<file path="src/rtl/sram_ctrl_pkg.sv">
// Shared definitions for the external SRAM controller.
// Assumes: a single clock domain, data path fixed at 16 bits.
package sram_ctrl_pkg;
    localparam int BUS_W  = 16;
    localparam int BYTE_W = 8;

    typedef enum logic [1:0] {
        PH_IDLE,
        PH_SETUP,
        PH_STROBE,
        PH_CLOSE
    } phase_t;
endpackage

</file>
<file path="src/rtl/sram_hold_sync.sv">
// Synchronizer for the asynchronous hold input.
// Assumes: STAGES >= 2; hold is asynchronous to clk.
module sram_hold_sync #(
    parameter int STAGES = 2
) (
    input  logic clk,
    input  logic rst_n,
    input  logic hold_async,
    output logic hold_sync
);
    logic [STAGES-1:0] chain_q;

    // shift the raw hold level through the flop chain
    always_ff @(posedge clk) begin
        if (!rst_n) chain_q <= '0;
        else        chain_q <= {chain_q[STAGES-2:0], hold_async};
    end

    assign hold_sync = chain_q[STAGES-1];
endmodule

</file>
<file path="src/rtl/sram_wait_ctr.sv">
// Wait-state down counter for the strobe phase.
// Loads max(cfg,1)-1 so the strobe lasts max(cfg,1) cycles.
// Assumes: load and dec are never asserted together.
module sram_wait_ctr #(
    parameter int CW = 4
) (
    input  logic          clk,
    input  logic          rst_n,
    input  logic          load,
    input  logic          dec,
    input  logic [CW-1:0] cfg,
    output logic          expired
);
    logic [CW-1:0] cnt_q;

    // load the remaining strobe cycles, or count them down
    always_ff @(posedge clk) begin
        if (!rst_n)
            cnt_q <= '0;
        else if (load)
            cnt_q <= (cfg == '0) ? '0 : cfg - CW'(1);
        else if (dec && cnt_q != '0)
            cnt_q <= cnt_q - CW'(1);
    end

    assign expired = (cnt_q == '0);
endmodule

</file>
<file path="src/rtl/sram_lane.sv">
// Byte-lane steering: external address, write data, write strobe mask
// and read data merge for 8- and 16-bit bus widths.
// Assumes: big-endian byte order; 16-bit requests are word aligned.
module sram_lane
    import sram_ctrl_pkg::*;
#(
    parameter int EXT_AW = 18
) (
    input  logic              bus16,
    input  logic              size16,
    input  logic              beat,
    input  logic [EXT_AW-1:0] baddr,
    input  logic [BUS_W-1:0]  wdata,
    input  logic [BUS_W-1:0]  din,
    input  logic [BYTE_W-1:0] rd_hi,
    output logic [EXT_AW-1:0] ext_addr,
    output logic [BUS_W-1:0]  dout,
    output logic [1:0]        we_mask,
    output logic [BUS_W-1:0]  rd_next
);
    logic [BYTE_W-1:0] wbyte;

    // select address, data lanes and strobes for the current beat
    always_comb begin
        wbyte = wdata[BYTE_W-1:0];
        if (bus16) begin
            ext_addr = {1'b0, baddr[EXT_AW-1:1]};
            if (size16) begin
                dout    = wdata;
                we_mask = 2'b11;
                rd_next = din;
            end else begin
                dout    = {wbyte, wbyte};
                we_mask = baddr[0] ? 2'b01 : 2'b10;
                rd_next = {{BYTE_W{1'b0}},
                           baddr[0] ? din[BYTE_W-1:0] : din[BUS_W-1:BYTE_W]};
            end
        end else begin
            if (size16) begin
                ext_addr = {baddr[EXT_AW-1:1], beat};
                wbyte    = beat ? wdata[BYTE_W-1:0] : wdata[BUS_W-1:BYTE_W];
                rd_next  = beat ? {rd_hi, din[BYTE_W-1:0]}
                                : {din[BYTE_W-1:0], {BYTE_W{1'b0}}};
            end else begin
                ext_addr = baddr;
                rd_next  = {{BYTE_W{1'b0}}, din[BYTE_W-1:0]};
            end
            dout    = {{BYTE_W{1'b0}}, wbyte};
            we_mask = 2'b01;
        end
    end
endmodule

</file>
<file path="src/rtl/ext_sram_ctrl.sv">
// External asynchronous SRAM bus controller (top).
// Runs setup / strobe / close phases per beat, counts wait states,
// honours the synchronized hold input and splits 16-bit requests on
// the 8-bit bus. Assumes all strobes active low, one request at a time.
module ext_sram_ctrl
    import sram_ctrl_pkg::*;
#(
    parameter  int ADDR_W = 20,
    parameter  int CS_N   = 4,
    parameter  int WAIT_W = 4,
    localparam int SEL_W  = $clog2(CS_N),
    localparam int EXT_AW = ADDR_W - SEL_W
) (
    input  logic              clk,
    input  logic              rst_n,
    input  logic [WAIT_W-1:0] cfg_wait,
    input  logic              cfg_bus16,
    input  logic              req_valid,
    input  logic              req_write,
    input  logic              req_size16,
    input  logic [ADDR_W-1:0] req_addr,
    input  logic [BUS_W-1:0]  req_wdata,
    output logic              req_ready,
    output logic              done,
    output logic [BUS_W-1:0]  rd_data,
    output logic [EXT_AW-1:0] eb_addr,
    output logic [CS_N-1:0]   eb_cs_n,
    output logic              eb_oe_n,
    output logic [1:0]        eb_we_n,
    output logic [BUS_W-1:0]  eb_dout,
    output logic              eb_doe,
    input  logic [BUS_W-1:0]  eb_din,
    input  logic              eb_hold
);
    phase_t             phase_q;
    logic               beat_q;
    logic               wr_q, size16_q, bus16_q;
    logic [ADDR_W-1:0]  addr_q;
    logic [BUS_W-1:0]   wdata_q, rd_q;
    logic               hold_s, waits_done, last_beat, accept, strobe_end;
    logic [SEL_W-1:0]   sel;
    logic [EXT_AW-1:0]  lane_addr;
    logic [BUS_W-1:0]   lane_dout, lane_rd;
    logic [1:0]         lane_we;
    logic               cs_phase, strobe_phase;

    sram_hold_sync #(.STAGES(2)) u_hold (
        .clk(clk), .rst_n(rst_n), .hold_async(eb_hold), .hold_sync(hold_s)
    );

    sram_wait_ctr #(.CW(WAIT_W)) u_wait (
        .clk(clk), .rst_n(rst_n),
        .load(phase_q == PH_SETUP), .dec(phase_q == PH_STROBE),
        .cfg(cfg_wait), .expired(waits_done)
    );

    sram_lane #(.EXT_AW(EXT_AW)) u_lane (
        .bus16(bus16_q), .size16(size16_q), .beat(beat_q),
        .baddr(addr_q[EXT_AW-1:0]), .wdata(wdata_q), .din(eb_din),
        .rd_hi(rd_q[BUS_W-1:BYTE_W]),
        .ext_addr(lane_addr), .dout(lane_dout), .we_mask(lane_we),
        .rd_next(lane_rd)
    );

    assign accept     = (phase_q == PH_IDLE) && req_valid;
    assign last_beat  = bus16_q || !size16_q || beat_q;
    assign strobe_end = (phase_q == PH_STROBE) && waits_done && !hold_s;
    assign sel        = addr_q[ADDR_W-1 -: SEL_W];

    // phase sequencing and beat tracking
    always_ff @(posedge clk) begin
        if (!rst_n) begin
            phase_q <= PH_IDLE;
            beat_q  <= 1'b0;
        end else begin
            case (phase_q)
                PH_IDLE:   if (accept) begin
                               phase_q <= PH_SETUP;
                               beat_q  <= 1'b0;
                           end
                PH_SETUP:  phase_q <= PH_STROBE;
                PH_STROBE: if (strobe_end) phase_q <= PH_CLOSE;
                PH_CLOSE:  if (last_beat) phase_q <= PH_IDLE;
                           else begin
                               phase_q <= PH_SETUP;
                               beat_q  <= 1'b1;
                           end
                default:   phase_q <= PH_IDLE;
            endcase
        end
    end

    // capture the request fields when a request is taken
    always_ff @(posedge clk) begin
        if (!rst_n) begin
            wr_q     <= 1'b0;
            size16_q <= 1'b0;
            bus16_q  <= 1'b0;
            addr_q   <= '0;
            wdata_q  <= '0;
        end else if (accept) begin
            wr_q     <= req_write;
            size16_q <= req_size16;
            bus16_q  <= cfg_bus16;
            addr_q   <= req_addr;
            wdata_q  <= req_wdata;
        end
    end

    // sample read data on the last edge of the strobe phase
    always_ff @(posedge clk) begin
        if (!rst_n)                rd_q <= '0;
        else if (strobe_end && !wr_q) rd_q <= lane_rd;
    end

    assign cs_phase     = (phase_q == PH_SETUP) || (phase_q == PH_STROBE);
    assign strobe_phase = (phase_q == PH_STROBE);

    // one chip select per decoded address slot
    for (genvar g = 0; g < CS_N; g++) begin : g_cs
        assign eb_cs_n[g] = !(cs_phase && (sel == SEL_W'(g)));
    end

    assign eb_oe_n   = !(strobe_phase && !wr_q);
    assign eb_we_n   = ~(lane_we & {2{strobe_phase && wr_q}});
    assign eb_doe    = wr_q && (phase_q != PH_IDLE);
    assign eb_dout   = eb_doe ? lane_dout : '0;
    assign eb_addr   = lane_addr;
    assign req_ready = (phase_q == PH_IDLE);
    assign done      = (phase_q == PH_CLOSE) && last_beat;
    assign rd_data   = rd_q;
endmodule

</file>
<file path="config.mk">
export PLATFORM = sky130hd
export DESIGN_NAME = ext_sram_ctrl
export DESIGN_NICKNAME = d
export VERILOG_FILES = /design/src/rtl/sram_ctrl_pkg.sv /design/src/rtl/sram_hold_sync.sv /design/src/rtl/sram_wait_ctr.sv /design/src/rtl/sram_lane.sv /design/src/rtl/ext_sram_ctrl.sv
export SDC_FILE = /design/constraint.sdc
export NUM_CORES = 1
export LEC_CHECK = 0
export BUFFER_PORTS_ARGS = -buffer_cell sky130_fd_sc_hd__buf_4
export CORE_ASPECT_RATIO = 0.8
export CORE_MARGIN = 4
export CORE_UTILIZATION = 53
export CTS_CLUSTER_DIAMETER = 50
export DETAILED_ROUTE_END_ITERATION = 12
export GPL_ROUTABILITY_DRIVEN = 0
export PLACE_DENSITY_LB_ADDON = 0.25
export SLEW_MARGIN = 20
export SYNTH_ARGS = -nofsm -noshare
export SYNTH_HDL_FRONTEND = slang
export SYNTH_SLANG_ARGS = --single-unit
</file>
<file path="constraint.sdc">
create_clock -name clk -period 4.3 [get_ports clk]
set_input_delay 0.86 -clock clk [delete_from_list [all_inputs] [get_ports clk]]
set_output_delay 0.86 -clock clk [all_outputs]
set_load 0.1 [all_outputs]
</file>
==> run metrics, run 1 <==
Top Metal Used=met4; Seq pwr share=29.5%; Crit Path Class=flip-flop to output pin; number of synthesized flops with an enable pin=0; Setup crit end kind=output pin; largest family of logic cells by synthesized area=simple AND/OR/NAND/NOR gates; Post-Syn Area per Cell=7.99 um2; synthesized-area fraction occupied by adder cells=1.88%; Core Area=6010 um2; CP cell instances=nor3b_2 -> mux2i_1 -> nor2_1 -> buf_4; Max Buffers Root-to-Sink=2; row count=25; final hold vios=0; antenna violations before repair=0; Synth Area in Simple Gates=25.3%; Worst VDD drop=637 uV; Hold-fix buffers, CTS=0; Fillers=487; min Tclk post-route=3610 ps; Synth Area in XOR/XNOR=0%; number of CTS-inserted buffers=9; Final nets=590; Yosys top cell area share=38.6%; Port Buffers=122; I/O pin cnt=123; M1 WL=3950 um; buffers plus inverters on the worst setup path=1; r2r setup slk=2080 ps; starting DRC count in detailed routing=174; Internal=1.38 mW; drt total wl=9260 um; CP Launch Point=size16_q$_SDFFE_PN0P_; result of the run=finished clean; clock sinks=64; n_diodes=0; slowest CP cell=nor3b_2; Worst setup SP type=flip-flop; Final Cycle Share=84.1%; WP data arrival=2750 ps; clock network fraction of design power=18.7%; flops & latches, synth=64; Netlist cell types=43; Pins Over Slew Limit=0; critical path's top delay family=simple AND/OR/NAND/NOR gates; share of cells above drive strength 1=31.6%; Yosys warnings=0; Stages on worst setup path=4; Starting Density=55.3%; pre-CTS WS=1120 ps; Async S/R FF share, synth=0%; Req. time, crit path=3440 ps; die area=7610 um2; CTS tree=yes; power per standard cell area=610 nW/um2; routed vias=3286; via/cell ratio=5.41; First-pass DRT Iterations=4; DR WL/cell=15.3 um; Fmax=0.277 GHz; CTS root buffer=clkbuf_8; Switch Pwr=1.33 mW; area delta synth->final=33.5%; DIE WIDTH=96.5 um; Clock Latency Late Sink=350 ps; Synth Instances=416; Rel. slew slack=32.8%; vias in the first global route=3154; DP HPWL=6500 um; Mapped Nets=484; final number of setup-violating endpoints=0; worst r2r src=size16_q$_SDFFE_PN0P_; LEAKAGE=1.89 nW; multiplexer area fraction after synthesis=13.6%; sw frac=49.1%; cts repair resizes=0; min-delay worst type=flip-flop to flip-flop; total negative setup slack=0 ps; worst-margin pin slew=1000 ps; critical path peak fanout=17; cell taking the most area after synthesis=dfxtp_1; Worst path max stage delay=930 ps; Seq/Total Area, Yosys=38.6%; global route total overflow=0; Netlist Area Pre-Place=3320 um2; DR WL met2=4320 um; largest net degree at the start of global routing=49; met3 WL=852 um; setup ws final=686 ps; clk slew on worst S/H paths=70 ps; r2r worst-path depth=3; maxcap violations=0; Synth Flop Type=dfxtp_1; GRT Util Overall=24.1%; Final ANT Viol Nets=0; first-pass GRT wire length=14500 um; combinational fraction of design power=51.7%; post-synthesis compound-gate area fraction=16.0%; unrepaired setup endpoints after global routing=false; Die H=78.8 um; area of the multi-input gates=1890 um2; synth top area cells=dfxtp_1 39%, nand2_1 12%, mux2i_1 8.1%; Clock Skew=10.3 ps; register area=1280 um2; CTS HTree Levels=3; # DRC=0; Post-CTS Setup Inserts=0; worst flop-to-flop path endpoint=phase_q[0]$_SDFFE_PN0P_; CP endpoint=eb_dout[0]
==> logic make-up after synthesis <==
kind of cell	after synthesis
compound gates	88
fa+ha+maj	5
buf+inv	38
flops	64
mux	43
simple gates	178
==> cell type report <==
cell class	count	share of cell area, %
clock inverter	4	1.02
inverter	7	0.593
sequential	64	28.9
timing repair buffer	126	21.3
clock buffer	11	3.19
multi-input combinational	314	42.7
tap	81	2.29
==> Yosys cell counts (2+ instances only) <==
cell      count
o21a_1        2
nand3b_1      3
o22ai_1       8
and2_1       13
mux2i_1      27
buf_1         5
clkbuf_1     17
dfxtp_1      64
nor3_1        3
inv_1         6
nor2b_1       4
nor3b_1       9
nand2_1     102
or3b_2        2
o21ai_0      10
ha_1          5
mux2_2       16
or3_1         2
nand3_1       5
a21oi_1      50
nor2_1       22
nand2b_1      4
buf_2         9
nand4_1       2
o32ai_1       8
==> power by group through the flow <==
stage	clock [mW]	sequential [mW]	combinational, mW
final	0.507	0.799	1.40
after global routing	0.532	0.813	1.49
after CTS	0.506	0.795	1.40
after detailed placement	0	0.806	1.39
after global placement	0	0.801	1.37
after floorplan	0	0.861	1.04
==> layer usage <==
| layer | global-route usage, % | up-vias |
|---|---|---|
| li1 | - | 1643 |
| met1 | 30.1 | 1496 |
| met2 | 38.4 | 130 |
| met3 | 8.52 | 17 |
| met4 | 7.98 | 0 |
| met5 | 0 | - |
==> worst reg2reg max path, delay by kind of cell (launching register included) <==
| family | cells | cell delay, ps |
|---|---|---|
| simple gates | 1 | 940 |
| flops | 1 | 810 |
| compound gates | 2 | 400 |
==> placed cells by master, fill, tap and decap left out, types with 2 or more instances in the layout <==
master and count:
o22ai_1 8, a21oi_1 50, o21ai_0 10, nor3_1 3, buf_4 126, nand3b_1 3, nor3b_1 8, dfxtp_1 63
nand2_1 102, clkbuf_8 10, nand4_1 2, inv_1 6, nor2_1 22, and2_1 13, ha_1 5, or3b_2 2
or3_1 2, o21a_1 2, o32ai_1 8, mux2_2 16, nand3_1 5, clkinv_2 3, nand2b_1 4, mux2i_1 27
nor2b_1 4
==> registers in the layout, summed over array words and instances, names as in the netlist <==
register        count
addr_q             20
size16_q            1
bus16_q             1
wdata_q            16
beat_q              1
u_wait.cnt_q        4
phase_q             2
wr_q                1
rd_data            16
u_hold.chain_q      2
==> stage by stage <==
stage          cell area [um2]  total power, mW  cells  hold WS [ps]  utilization [%]
3_3_place_gp              4250             2.17    592           421             70.7
6_report                  4430             2.71    607           441             73.8
2_1_floorplan             3320             1.90    416           412                -
4_1_cts                   4430             2.70    607           449             73.8
3_5_place_dp              4250             2.20    592           423             70.7
5_1_grt                   4430             2.84    607           470             73.8
==> worst min-delay path by stage <==
stage | start | end | slack (ps) | cells past startpoint
finish | u_hold.chain_q[0]$_SDFF_PN0_ | u_hold.chain_q[1]$_SDFF_PN0_ | 440 | 1
CTS | u_hold.chain_q[0]$_SDFF_PN0_ | u_hold.chain_q[1]$_SDFF_PN0_ | 450 | 1
floorplan | u_hold.chain_q[0]$_SDFF_PN0_ | u_hold.chain_q[1]$_SDFF_PN0_ | 410 | 1
detailed placement | u_hold.chain_q[0]$_SDFF_PN0_ | u_hold.chain_q[1]$_SDFF_PN0_ | 420 | 1
global route | u_hold.chain_q[0]$_SDFF_PN0_ | u_hold.chain_q[1]$_SDFF_PN0_ | 470 | 1
global placement | u_hold.chain_q[0]$_SDFF_PN0_ | u_hold.chain_q[1]$_SDFF_PN0_ | 420 | 1
No activity file was read; power rests on OpenSTA's default activity.
==> run 2, diff against run 1 <==
Settings changed: CORE_UTILIZATION 53 to 50.
Clock period 4.3 ns to 3.6 ns, I/O delays scaled along.
==> run 2 against run 1 <==
- register-to-register slack got worse by 440 ps
- critical path depth grew 3
- combinational power grew 21%
- clock skew down 6.2 ps
- total power up 22%
- cell area rose by 2.5%
- worst hold slack improved by 2.2 ps
- cell count increased by 0.82%
- largest cell class unchanged
==> run metrics, run 2 (synthesized netlist as in run 1, its figures left out) <==
sw frac=48.0% (-1.0 points); GRT Util Overall=22.8% (-1.3 points); slowest CP cell=dfxtp_1; area of the multi-input gates=1960 um2 (+3.4%); unrepaired setup endpoints after global routing=false; Max Buffers Root-to-Sink=2 (unchanged); min Tclk post-route=2980 ps; CTS root buffer=clkbuf_8; starting DRC count in detailed routing=165 (-5.2%); drt total wl=9110 um (-1.7%); CTS tree=yes; CTS HTree Levels=3 (unchanged); clock sinks=64 (unchanged); Worst VDD drop=514 uV (-19%); row count=26 (+4.0%); Clock Skew=4.07 ps (-6.20 ps); result of the run=finished clean; Fillers=521 (+7.0%); largest net degree at the start of global routing=47 (-4.1%); n_diodes=0 (unchanged); Largest register FFs=20 (unchanged); I/O pin cnt=123 (unchanged); Starting Density=51.8% (-3.5 points); Setup crit end kind=output pin; LEAKAGE=1.90 nW (+0.52%); Pins Over Slew Limit=0 (unchanged); area delta synth->final=36.8%; first-pass GRT wire length=14800 um (+2.2%); global route total overflow=0 (unchanged); buffers plus inverters on the worst setup path=3 (+2); DP HPWL=6700 um (+3.1%); Clock Latency Late Sink=330 ps (-20 ps); setup ws final=624 ps (-61.1 ps); Worst path max stage delay=390 ps (-540 ps); share of cells above drive strength 1=33.9% (+2.3 points); power per standard cell area=727 nW/um2 (+19%); final hold vios=0 (unchanged); Final Cycle Share=82.7%; critical path's top delay family=simple AND/OR/NAND/NOR gates; Fmax=0.336 GHz; # DRC=0 (unchanged); die area=8020 um2 (+5.4%); Final nets=591 (+0.17%); Crit Path Class=flip-flop to output pin; cts repair resizes=0 (unchanged); CP cell instances=inv_1 -> ha_2 -> nand2b_1 -> clkinvlp_4 -> nand2_2 -> nor2_4 -> buf_4; vias in the first global route=3145 (-0.29%); combinational fraction of design power=51.3% (-0.4 points); worst-margin pin slew=734 ps (-270 ps); critical path peak fanout=9 (-8); First-pass DRT Iterations=4 (unchanged); Hold-fix buffers, CTS=0 (unchanged); Req. time, crit path=2880 ps (-560 ps); total negative setup slack=0 ps (unchanged); final instance area=4550 um2 (+2.5%); Switch Pwr=1.59 mW (+20%); DR WL/cell=14.9 um (-2.5%); antenna violations before repair=0 (unchanged); Placed Area=4330 um2 (+1.9%); clk slew on worst S/H paths=60 ps (about the same); Seq pwr share=28.9% (-0.6 points); Worst setup SP type=flip-flop; Die H=80.9 um (+2.7%); Internal=1.72 mW (+25%); clock network fraction of design power=19.8% (+1.1 points); final number of setup-violating endpoints=0 (unchanged); Final ANT Viol Nets=0 (unchanged); Post-CTS Setup Inserts=0 (unchanged); pre-CTS WS=980 ps (-137 ps); via/cell ratio=5.31 (-1.8%); DIE WIDTH=99.1 um (+2.7%); register with the most flip-flops=addr_q; register area=1280 um2 (unchanged); number of CTS-inserted buffers=9 (unchanged); Core Area=6410 um2 (+6.7%); most frequent cells in the layout=127 x buf_4, 101 x nand2_1, 63 x dfxtp_1, 50 x a21oi_1, 27 x mux2i_1; routed vias=3252 (-1.0%); Rel. slew slack=51.0% (+18 points); min-delay worst type=flip-flop to flip-flop; most common cell after layout, fill and taps aside=buf_4; WP data arrival=2260 ps (-490 ps); maxcap violations=0 (unchanged); Port Buffers=122 (unchanged)
==> run 2: power by group through the flow <==
| stage | sequential [mW] | combinational (mW) | clock [mW] |
|---|---|---|---|
| floorplan | 1.03 | 1.26 | 0 |
| global placement | 0.956 | 1.66 | 0 |
| detailed placement | 0.965 | 1.69 | 0 |
| CTS | 0.951 | 1.70 | 0.670 |
| global route | 0.973 | 1.80 | 0.700 |
| finish | 0.953 | 1.69 | 0.655 |
==> run 2: metrics by stage <==
stage               utilization [%]  power (mW)  hold slack, ps  cells
finish                         70.9        3.30             443    612
global route                   70.9        3.48             463    612
CTS                            70.9        3.32             448    612
detailed placement             67.5        2.66             425    596
global placement               67.5        2.62             420    596
floorplan                         -        2.29             412    416
==> run 2: worst register-to-register path, stage by stage (launching register included) <==
cell      delay [ps]
dfxtp_1          350
inv_1             90
ha_1             430
and4bb_2         330
nand3_1          270
o32ai_1          390
==> run 2: path summary, 6_finish.rpt <==
path,slack [ps],cells after the start,endpoint,startpoint
worst min-delay path,440,1,u_hold.chain_q[1]$_SDFF_PN0_,u_hold.chain_q[0]$_SDFF_PN0_
worst max-delay path,620,7,eb_dout[9],phase_q[0]$_SDFFE_PN0P_
worst max register to register,1640,5,rd_data[1]$_SDFFE_PN0P_,phase_q[0]$_SDFFE_PN0P_
worst min register to register,440,1,u_hold.chain_q[1]$_SDFF_PN0_,u_hold.chain_q[0]$_SDFF_PN0_
==> run 2: layout make-up <==
type,instances,share of cell area (%)
Inverter,7,0.661
Sequential cell,64,28.2
Clock inverter,2,0.771
Multi-Input combinational cell,314,43.0
Clock buffer,14,4.02
Tap cell,84,2.31
Timing Repair Buffer,127,21.0
==> run 2: layer usage <==
metal / track usage (%) / vias up / wire (um)
met5: 0 / - / 0
met4: 6.00 / 0 / 79
met3: 7.21 / 8 / 768
met2: 38.4 / 118 / 4240
met1: 28.5 / 1469 / 4010
li1: - / 1657 / -
==> run 3, diff against run 2 <==
Settings changed: CORE_UTILIZATION 50 to 45.
Clock period 3.6 ns to 2.5 ns, I/O delays scaled along.
==> run 3 against run 2 <==
- worst setup slack lost 500 ps
- register-to-register slack worse by 1100 ps
- sequential power grew 44%
- non-clock buffer count rose by 3
- critical path depth stayed put
- combinational power rose by 49%
- count of clock-buffer cells in the layout down 4
- die area grew 10%
==> run metrics, run 3 (synthesized netlist as in run 1, its figures left out) <==
Clock Skew=10.9 ps (+6.88 ps); Final Non-Filler Cells=617 (+0.82%); Max Buffers Root-to-Sink=2 (unchanged); GRT Util Overall=21.0% (-1.9 points); first-pass GRT wire length=15100 um (+2.5%); antenna violations before repair=0 (unchanged); vias in the first global route=3097 (-1.5%); Starting Density=47.3% (-4.6 points); # DRC=0 (unchanged); Post-CTS Setup Inserts=0 (unchanged); via/cell ratio=5.32 (+0.20%); clock sinks=64 (unchanged); Clock Latency Late Sink=350 ps (+20 ps); Port Buffers=122 (unchanged); routed vias=3285 (+1.0%); largest net degree at the start of global routing=42 (-11%); DP HPWL=6770 um (+1.1%); Final Cycle Share=95.0%; number of CTS-inserted buffers=9 (unchanged); share of cells above drive strength 1=37.2% (+3.3 points); unrepaired setup endpoints after global routing=false; CTS tree=yes; n_diodes=0 (unchanged); I/O pin cnt=123 (unchanged); Hold-fix buffers, CTS=0 (unchanged); DR WL/cell=15.1 um (+1.2%); area delta synth->final=39.8%; worst-margin pin slew=480 ps (-254 ps); Die H=84.9 um (+4.9%); Worst VDD drop=726 uV (+41%); Setup crit end kind=output pin; Placed Area=4430 um2 (+2.4%); CP cell instances=inv_2 -> ha_4 -> nand2b_4 -> clkinvlp_4 -> nand2_8 -> nor2_4 -> buf_4; Crit Path Class=flip-flop to output pin; First-pass DRT Iterations=5 (+1); critical path peak fanout=9 (unchanged); result of the run=finished clean; Worst setup SP type=flip-flop; CTS HTree Levels=3 (unchanged); most frequent cells in the layout=129 x buf_4, 101 x nand2_1, 61 x dfxtp_1, 50 x a21oi_1, 27 x mux2i_1; drt total wl=9300 um (+2.1%); total negative setup slack=0 ps (unchanged); Final nets=594 (+0.51%); most common cell after layout, fill and taps aside=buf_4; final number of setup-violating endpoints=0 (unchanged); Core Area=7030 um2 (+9.6%); CTS root buffer=clkbuf_8; register with the most flip-flops=addr_q; Pins Over Slew Limit=0 (unchanged); clk slew on worst S/H paths=70 ps (about the same); # placed instances=602 (+1.0%); Largest register FFs=20 (unchanged); die area=8830 um2 (+10%); Final ANT Viol Nets=0 (unchanged); final hold vios=0 (unchanged); row count=27 (+3.8%); Worst path max stage delay=380 ps (about the same); Design Power=4.86 mW (+47%); WP data arrival=1880 ps (-380 ps); min Tclk post-route=2380 ps; Fillers=602 (+16%); Rel. slew slack=67.9% (+17 points); power per standard cell area=1050 nW/um2 (+44%); LEAKAGE=1.91 nW (+0.77%); starting DRC count in detailed routing=167 (+1.2%); global route total overflow=0 (unchanged); slowest CP cell=dfxtp_2; cts repair resizes=0 (unchanged); DIE WIDTH=104 um (+5.0%); final instance area=4640 um2 (+2.1%); Req. time, crit path=2000 ps (-880 ps); maxcap violations=0 (unchanged); min-delay worst type=primary input to flip-flop; Fmax=0.421 GHz
-- run 3: routing by layer --
metal / wire [um] / track usage [%] / vias up
met5: 0 / 0 / -
met4: 138 / 5.92 / 0
met3: 780 / 7.91 / 17
met2: 4330 / 33.1 / 114
met1: 4050 / 27.0 / 1501
li1: - / - / 1653
-- run 3: final cells by class --
class	count	area, um2	area share (%)
Inverter	7	30.0	0.647
Sequential cell	64	1280	27.7
Multi-Input combinational cell	314	2020	43.5
Clock buffer	10	128	2.75
Tap cell	87	109	2.34
Clock inverter	5	82.6	1.78
Timing Repair Buffer	130	988	21.3
-- run 3: power breakdown --
group	leakage, nW	internal, mW	switching [mW]	total (mW)
sequential	0.524	1.20	0.167	1.37
clock	0.0946	0.556	0.417	0.973
combinational	1.29	0.758	1.76	2.52
-- run 3: worst paths after layout --
check / start / to / slack (ps) / cells past startpoint
hold / removal: eb_hold / u_hold.chain_q[0]$_SDFF_PN0_ / 370 / 2
hold reg to reg: rd_data[9]$_SDFFE_PN0P_ / rd_data[9]$_SDFFE_PN0P_ / 460 / 2
setup / recovery: phase_q[1]$_SDFFE_PN0P_ / eb_dout[10] / 120 / 7
setup reg to reg: phase_q[0]$_SDFFE_PN0P_ / rd_data[7]$_SDFFE_PN0P_ / 560 / 5
-- run 3: critical path, delay by kind of cell, from the launching register on --
family                   cells  cell delay [ps]
AND/OR/NAND/NOR              3              460
flip-flops                   1              380
buffers and inverters        3              510
adder cells (fa/ha/maj)      1              180
-- run 3: stage by stage --
stage / hold slack, ps / utilization, % / setup WS, ps
global placement: 448 / 63.1 / 543
floorplan: 412 / - / -105
detailed placement: 451 / 63.1 / 500
CTS: 355 / 66.1 / 108
finish: 366 / 66.1 / 125
global route: 360 / 66.1 / 12.2
